[src/rtl/xfr_pkg.sv]
package xfr_pkg;

  typedef enum logic [1:0] {
    FLT_ADDR_ERR = 2'd0,
    FLT_NO_MATCH = 2'd1,
    FLT_INVALID  = 2'd2,
    FLT_CLEAN_WR = 2'd3
  } flt_class_e;

  typedef enum logic [1:0] {
    SEL_BADADDR = 2'd0,
    SEL_CONTEXT = 2'd1,
    SEL_ENTRYHI = 2'd2,
    SEL_NONE    = 2'd3
  } csr_sel_e;

  localparam int unsigned CODE_W = 5;

  localparam logic [CODE_W-1:0] CAUSE_MOD  = 5'd1;
  localparam logic [CODE_W-1:0] CAUSE_TLBL = 5'd2;
  localparam logic [CODE_W-1:0] CAUSE_TLBS = 5'd3;
  localparam logic [CODE_W-1:0] CAUSE_ADEL = 5'd4;
  localparam logic [CODE_W-1:0] CAUSE_ADES = 5'd5;

endpackage

[src/rtl/xfr_rst_sync.sv]
module xfr_rst_sync (
  input  logic clk,
  input  logic rst_n,
  output logic rst_n_sync
);
  logic [1:0] stage_q;

  always_ff @(posedge clk or negedge rst_n) begin
    if (!rst_n) begin
      stage_q <= 2'b00;
    end else begin
      stage_q <= {stage_q[0], 1'b1};
    end
  end

  assign rst_n_sync = stage_q[1];
endmodule

[src/rtl/xfr_cause_sel.sv]
module xfr_cause_sel
  import xfr_pkg::*;
(
  input  logic [1:0]        flt_class,
  input  logic              flt_write,
  output logic [CODE_W-1:0] cause
);
  flt_class_e cls;
  assign cls = flt_class_e'(flt_class);

  always_comb begin
    unique case (cls)
      FLT_ADDR_ERR: cause = flt_write ? CAUSE_ADES : CAUSE_ADEL;
      FLT_NO_MATCH,
      FLT_INVALID:  cause = flt_write ? CAUSE_TLBS : CAUSE_TLBL;
      FLT_CLEAN_WR: cause = CAUSE_MOD;
      default:      cause = CAUSE_MOD;
    endcase
  end
endmodule

[src/rtl/xfr_field_merge.sv]
module xfr_field_merge #(
  parameter int unsigned VA_W          = 32,
  parameter int unsigned ASID_W        = 8,
  parameter int unsigned PAIR_LSB      = 13,
  parameter int unsigned CTX_FIELD_LSB = 4,
  localparam int unsigned VPN_W        = VA_W - PAIR_LSB,
  localparam int unsigned CTX_BASE_LSB = CTX_FIELD_LSB + VPN_W,
  localparam int unsigned CTX_BASE_W   = VA_W - CTX_BASE_LSB
) (
  input  logic [VPN_W-1:0]      vpn_pair,
  input  logic [CTX_BASE_W-1:0] ctx_base,
  input  logic [ASID_W-1:0]     asid,
  output logic [VA_W-1:0]       ctx_new,
  output logic [VA_W-1:0]       ehi_new
);
  // Context: kept base on top, page-pair number below it, zeros at the bottom
  always_comb begin
    ctx_new = '0;
    ctx_new[VA_W-1:CTX_BASE_LSB]          = ctx_base;
    ctx_new[CTX_BASE_LSB-1:CTX_FIELD_LSB] = vpn_pair;
  end

  // Entry high: page-pair number on top, zero gap, kept identifier at the bottom
  always_comb begin
    ehi_new = '0;
    ehi_new[VA_W-1:PAIR_LSB] = vpn_pair;
    ehi_new[ASID_W-1:0]      = asid;
  end
endmodule

[src/rtl/xfr_read_mux.sv]
module xfr_read_mux
  import xfr_pkg::*;
#(
  parameter int unsigned VA_W = 32
) (
  input  logic [1:0]      csr_sel,
  input  logic [VA_W-1:0] badv,
  input  logic [VA_W-1:0] ctx,
  input  logic [VA_W-1:0] ehi,
  output logic [VA_W-1:0] rdata
);
  csr_sel_e sel;
  assign sel = csr_sel_e'(csr_sel);

  always_comb begin
    unique case (sel)
      SEL_BADADDR: rdata = badv;
      SEL_CONTEXT: rdata = ctx;
      SEL_ENTRYHI: rdata = ehi;
      default:     rdata = '0;
    endcase
  end
endmodule

[src/rtl/xlat_fault_reporter.sv]
module xlat_fault_reporter
  import xfr_pkg::*;
#(
  parameter int unsigned VA_W          = 32,
  parameter int unsigned ASID_W        = 8,
  parameter int unsigned PAIR_LSB      = 13,
  parameter int unsigned CTX_FIELD_LSB = 4,
  localparam int unsigned VPN_W        = VA_W - PAIR_LSB,
  localparam int unsigned CTX_BASE_LSB = CTX_FIELD_LSB + VPN_W,
  localparam int unsigned CTX_BASE_W   = VA_W - CTX_BASE_LSB
) (
  input  logic              clk,
  input  logic              rst_n,
  input  logic              flt_valid,
  input  logic [1:0]        flt_class,
  input  logic              flt_write,
  input  logic [VA_W-1:0]   flt_addr,
  input  logic [1:0]        csr_sel,
  input  logic              csr_we,
  input  logic [VA_W-1:0]   csr_wdata,
  output logic [VA_W-1:0]   csr_rdata,
  output logic              exc_req,
  output logic [CODE_W-1:0] exc_code
);
  logic rst_n_sync;

  logic [VA_W-1:0]   badv_q, badv_d;
  logic [VA_W-1:0]   ctx_q,  ctx_d;
  logic [VA_W-1:0]   ehi_q,  ehi_d;
  logic              req_q,  req_d;
  logic [CODE_W-1:0] code_q, code_d;

  logic [CODE_W-1:0] cause;
  logic [VA_W-1:0]   ctx_flt, ehi_flt;
  logic              ctx_wr, ehi_wr;

  xfr_rst_sync u_rst_sync (
    .clk        (clk),
    .rst_n      (rst_n),
    .rst_n_sync (rst_n_sync)
  );

  xfr_cause_sel u_cause (
    .flt_class (flt_class),
    .flt_write (flt_write),
    .cause     (cause)
  );

  xfr_field_merge #(
    .VA_W          (VA_W),
    .ASID_W        (ASID_W),
    .PAIR_LSB      (PAIR_LSB),
    .CTX_FIELD_LSB (CTX_FIELD_LSB)
  ) u_merge (
    .vpn_pair (flt_addr[VA_W-1:PAIR_LSB]),
    .ctx_base (ctx_q[VA_W-1:CTX_BASE_LSB]),
    .asid     (ehi_q[ASID_W-1:0]),
    .ctx_new  (ctx_flt),
    .ehi_new  (ehi_flt)
  );

  xfr_read_mux #(.VA_W(VA_W)) u_rmux (
    .csr_sel (csr_sel),
    .badv    (badv_q),
    .ctx     (ctx_q),
    .ehi     (ehi_q),
    .rdata   (csr_rdata)
  );

  // Software write enables; the bad-address register has none
  assign ctx_wr = csr_we && (csr_sel_e'(csr_sel) == SEL_CONTEXT);
  assign ehi_wr = csr_we && (csr_sel_e'(csr_sel) == SEL_ENTRYHI);

  // Next state: a fault takes priority over any software write
  always_comb begin
    badv_d = badv_q;
    ctx_d  = ctx_q;
    ehi_d  = ehi_q;
    code_d = code_q;
    req_d  = flt_valid;
    if (flt_valid) begin
      badv_d = flt_addr;
      ctx_d  = ctx_flt;
      ehi_d  = ehi_flt;
      code_d = cause;
    end else begin
      if (ctx_wr) ctx_d = csr_wdata;
      if (ehi_wr) ehi_d = csr_wdata;
    end
  end

  always_ff @(posedge clk or negedge rst_n_sync) begin
    if (!rst_n_sync) begin
      badv_q <= '0;
      ctx_q  <= '0;
      ehi_q  <= '0;
      req_q  <= 1'b0;
      code_q <= '0;
    end else begin
      badv_q <= badv_d;
      ctx_q  <= ctx_d;
      ehi_q  <= ehi_d;
      req_q  <= req_d;
      code_q <= code_d;
    end
  end

  assign exc_req  = req_q;
  assign exc_code = code_q;
endmodule

[config.mk]
export PLATFORM = sky130hd
export DESIGN_NAME = xlat_fault_reporter
export DESIGN_NICKNAME = d
export VERILOG_FILES = /design/src/rtl/xfr_pkg.sv /design/src/rtl/xfr_rst_sync.sv /design/src/rtl/xfr_cause_sel.sv /design/src/rtl/xfr_field_merge.sv /design/src/rtl/xfr_read_mux.sv /design/src/rtl/xlat_fault_reporter.sv
export SDC_FILE = /design/constraint.sdc
export NUM_CORES = 1
export LEC_CHECK = 0
export BUFFER_PORTS_ARGS = -buffer_cell sky130_fd_sc_hd__buf_2
export CAP_MARGIN = 0
export CORE_MARGIN = 4
export CORE_UTILIZATION = 50
export CTS_CLUSTER_SIZE = 20
export DETAILED_ROUTE_END_ITERATION = 10
export PLACE_DENSITY_LB_ADDON = 0.2
export SYNTH_ARGS = -nofsm -noshare
export SYNTH_HDL_FRONTEND = slang
export SYNTH_SLANG_ARGS = --single-unit
[constraint.sdc]
create_clock -name clk -period 7.9 [get_ports clk]
set_input_delay 0.395 -clock clk [delete_from_list [all_inputs] [get_ports clk]]
set_output_delay 0.395 -clock clk [all_outputs]
set_load 0.01 [all_outputs]
Word-level counts from Yosys, hierarchy flattened
Index checks and enable logic that the tools add are counted.
Widths: inputs -> output; s select.
{ "classes": {"order_cmp": 0, "n_mux": 8, "add_sub_neg": 0, "shift": 0, "n_mul": 0, "bitwise_logic": 1, "n_eq_ne": 5, "reduce_logical": 9, "div_mod_pow": 0} }
{ "op_table": {"columns": ["operator", "n"], "rows": [
  ["$pmux 32 s3", 1],
  ["$mux 32", 2],
  ["$mux 23", 2],
  ["$pmux 5 s3", 1],
  ["$eq 2x2->1 const B", 3],
  ["$eq 2x1->1 const B", 2],
  ["$logic_not 2->1", 2],
  ["$reduce_and 2->1", 2],
  ["$reduce_bool 2->1", 2],
  ["$logic_and 1x1->1", 2],
  ["$mux 1", 2],
  ["$reduce_or 2->1", 1],
  ["$not 1->1", 1]
]} }
{ "totals": {"output_inout_bits": 38, "n_memories": 0, "rom_bits": 0, "ram_bits": 0, "latchBits": 0, "inputBits": 73, "ff_bits": 104, "elab_cells": 31} }

Longest topological paths before layout
{ "logic_depth": {"depth_word": 4, "depth_mapped": 7, "depth_no_buf": 4} }

By module
A second synthesis with hierarchy kept.
{ "hier_totals": {"cells_unflattened": 541, "area_unflattened_um2": 5977.0} }
{ "modules_own_cells": {"columns": ["module", "seq_area_each_um2", "n_inst", "area_each_um2", "cells_each"], "rows": [
  ["xlat_fault_reporter", 2552.4, 1, 4594.4, 388],
  ["xfr_read_mux", 0.0, 1, 787.0, 77],
  ["xfr_field_merge", 0.0, 1, 484.2, 65],
  ["xfr_cause_sel", 0.0, 1, 57.6, 8],
  ["xfr_rst_sync", 50.0, 1, 53.8, 3]
]} }

Least setup slack after synthesis
Ideal clock, no wire load.
{ "synth_timing": {"path_type": "input port to output port", "startpoint": "in csr_sel[1]", "endpoint": "out csr_rdata[0]", "t_arrival_ns": 1.263, "required_ns": 7.505, "path_buffers": 3, "slack_ns": 6.242, "cell_stages": 6, "cell_sequence": "buf_4 > nor2b_1 > buf_6 > clkbuf_1 > nand2_1 > o21ai_0"} }
{ "synth_between": {"elab_chain_len": 2, "word_cells_on_any_way": 4, "cone_classes": "eq/ne: 2; mux: 1; reduce/logical: 1"} }
{ "synth_lines": {"columns": ["element", "line", "source"], "rows": [
  ["from (decl)", "xlat_fault_reporter.sv:18", "input logic [1:0] csr_sel,"],
  ["$eq 2x2->1 (tied with other cells)", "xfr_read_mux.sv:16", "unique case (sel)"],
  ["$pmux 32 s3 *", "xfr_read_mux.sv:16", null],
  ["to (decl)", "xlat_fault_reporter.sv:21", "output logic [VA_W-1:0] csr_rdata,"]
]} }
Every way passes the cells marked *; elsewhere a longest branch is shown, timed or not.

Worst setup path after layout
{ "layout_timing": {"startpoint": "in csr_sel[1]", "endpoint": "out csr_rdata[15]"} }
Same word-level chain as after synthesis.

==> results.md <==
- H-tree levels: 3
- # placed instances: 677
- RSZ-0062 raised after global routing: no
- Syn Area/Cell: 10.4 um2
- Peak supply drop: 110 uV
- Slew HR: 25.8%
- Max-slew violations: 0
- Distinct cells, synth: 26
- Drt wl/cell: 16.1 um
- Area growth from synthesis to layout: 15.5%
- 1st-pass router iterations: 7
- TNS Setup: 0 ns
- Global-route usage over all layers: 20.5%
- Layout cells sized above 1: 31.9%
- Startpoint types: primary input
- Row cnt: 35
- Pwr Density: 202 mW/mm2
- DR vias: 3603
- #FFs+latches synth: 102
- Vias in the first global route: 3769
- Final setup violation count: 0
- Worst-path cell chain: buf_2, nor2b_2, buf_4, nand2_1, o21ai_0, buf_2
- Post-Synthesis Cells: 471
- Final ANT Viol Nets: 0
- N_diodes: 0
- Finished Cell Area: 0.00566 mm2
- Min-Delay Path Class: primary input to flip-flop
- CTS root buf: clkbuf_8
- Max_cap viols: 0
- Core box area: 0.00937 mm2
- Clk slew on worst S/H paths: 0.09 ns
- GPL Wtd Cong: 0.748
- Fin cells: 694
- Detailed Route WL: 11.2 mm
- Top cell type's share of synthesized area: 52.1%
- Num CTS Buffers: 9
- Pwr Total: 1.14 mW
- Final Net Count: 635
- Starting Density: 52.3%
- DIE AREA: 0.0115 mm2
- Worst-Skew Late Latency: 0.36 ns
- Crit Path Class: primary input to output port
- Fin Clk Skew: 0.0108 ns
- Post-CTS Setup Repair Bufs: 0
- Min Tclk post-route: 2.46 ns
- First-pass GRT wire length: 18.6 mm
- Crit Path Max Fanout: 36
- Required time of the worst setup path: 7.51 ns
- CP Capture Type: output port
- Largest net degree at the start of global routing: 122
- Crit path arrival time: 2.06 ns
- Core Util, Final: 60.4%
- Slowest-stage cell, CP: buf_2
- Die height: 107 um
- Fin. Hold Viols: 0
- Yosys top cell by area: dfrtp_1
- Max clock buf depth: 2
- CTS tree: yes
- Clock sink total: 102
- DRC violations left: 0
- Top cells by area, synth: dfrtp_1 (52%), mux2_2 (10%), o21ai_0 (7.3%), mux2i_1 (6.5%), nand2_1 (5.4%)
- Leak: 2.78 nW
- Cell mode on critical path: buf_2
- Die width: 107 um
- Crit share post-route: 31.1%
- Slowest stage delay, CP: 0.82 ns
- Status: complete, no violations
- Antenna violations before repair: 0
- Netlist Area Pre-Place: 0.00490 mm2
- Io pins: 111
- Max frequency: 0.407 GHz
- Synth warn: 0
- Slew @ Worst Pin: 1.11 ns
- Vias per cell: 5.19
- Global route total overflow: 0
- Post-DP HPWL: 7.65 mm
- 1st-iter DRT viols: 195
- Post-synthesis sequential area ratio: 52.1%
- PortBufs: 108
- Placed Area: 0.00546 mm2
## critical path: cells and delay by family
kind | cells | cell delay, ns
simple gates | 2 | 0.21
buf+inv | 3 | 1.31
compound gates | 1 | 0.12
## synthesized netlist by cell type (all sizes together)
library cell,number
ha,2
a31oi,1
buf,18
o21ai,71
nand3b,11
nor2b,10
mux2,51
a21oi,24
mux2i,32
nor4bb,1
and3b,2
a22o,4
o311ai,10
inv,40
nand2b,1
clkbuf,18
nor2,1
dfrtp,102
nand2,70
conb,2
## per-layer routing
layer | vias to the layer above | GRT usage (%) | part of all wire [%]
li1 | 1760 | - | -
met1 | 1719 | 28.5 | 46
met2 | 113 | 31.5 | 45
met3 | 11 | 6.80 | 7.5
met4 | 0 | 3.93 | 0.90
met5 | - | 0 | 0
## layout make-up
| type | instances | area (um2) |
|---|---|---|
| clock buffers | 13 | 149 |
| clock inverters | 3 | 43.8 |
| fillers | 843 | 3710 |
| inverters | 40 | 150 |
| multi-input cells | 294 | 2020 |
| flip-flops and latches | 102 | 2560 |
| well taps | 129 | 161 |
| repair buffers | 113 | 583 |
## path summary, 6_finish.rpt
check                                           startpoint               endpoint  slack [ns]  cells after the start
min in group asynchronous  u_rst_sync.stage_q[1]$_DFF_PN0_  badv_q[0]$_DFFE_PN0P_        0.31                      0
max reg2reg                u_rst_sync.stage_q[1]$_DFF_PN0_  ctx_q[17]$_DFFE_PN0P_        6.40                      1
min reg2reg                u_rst_sync.stage_q[1]$_DFF_PN0_  badv_q[0]$_DFFE_PN0P_        0.31                      0
max                                             csr_sel[1]          csr_rdata[15]        5.44                      6
min                                            flt_addr[4]  badv_q[4]$_DFFE_PN0P_        0.26                      2
max in group asynchronous  u_rst_sync.stage_q[1]$_DFF_PN0_  ctx_q[17]$_DFFE_PN0P_        6.40                      1
## power breakdown
group	switching, mW	internal (mW)
clock network	0.168	0.156
logic	0.102	0.0981
registers	0.0347	0.583
## layout by cell type (no fill, tap or decap), drive strengths merged
cell and count:
nand3b 11, buf 112, nor4bb 1, nor2 1, dlygate4sd3 1, conb 3, dfrtp 102, clkinv 2
mux2 51, nand2b 1, a22o 4, inv 40, bufinv 1, o21ai 71, and3b 2, a21oi 24
mux2i 32, nand2 70, clkbuf 13, a31oi 1, nor2b 10, ha 2, o311ai 10
## sequential cells by signal, indices dropped and copies added (netlist names)
register,cells
exc_req,1
u_rst_sync.stage_q,2
ehi_q,32
exc_code,3
ctx_q,32
badv_q,32
## cell families (layout without fill, tap and decap cells)
logic type,after synthesis,after routing,synth area share (%)
adder cells (fa/ha/maj),2,2,0.511
AND/OR/NAND/NOR,96,96,9.09
flip-flops,102,102,52.1
multiplexers,83,83,18.7
other,2,3,0.153
AO/OA/AOI/OAI,110,110,12.4
buffers and inverters,76,169,7.05
## repair_timing
item                                   CTS  global route
hold buffers                             1             0
gates resized for setup                  0             0
endpoints found under the hold margin    2             0
## stage by stage
step           setup slack (ns)  hold slack [ns]
6_report                   5.44            0.256
5_1_grt                    5.30            0.219
4_1_cts                    5.42            0.241
3_5_place_dp               5.19            0.184
3_3_place_gp               5.25            0.180
2_1_floorplan              4.85           0.0994
Power figures use the tool's default switching activity.
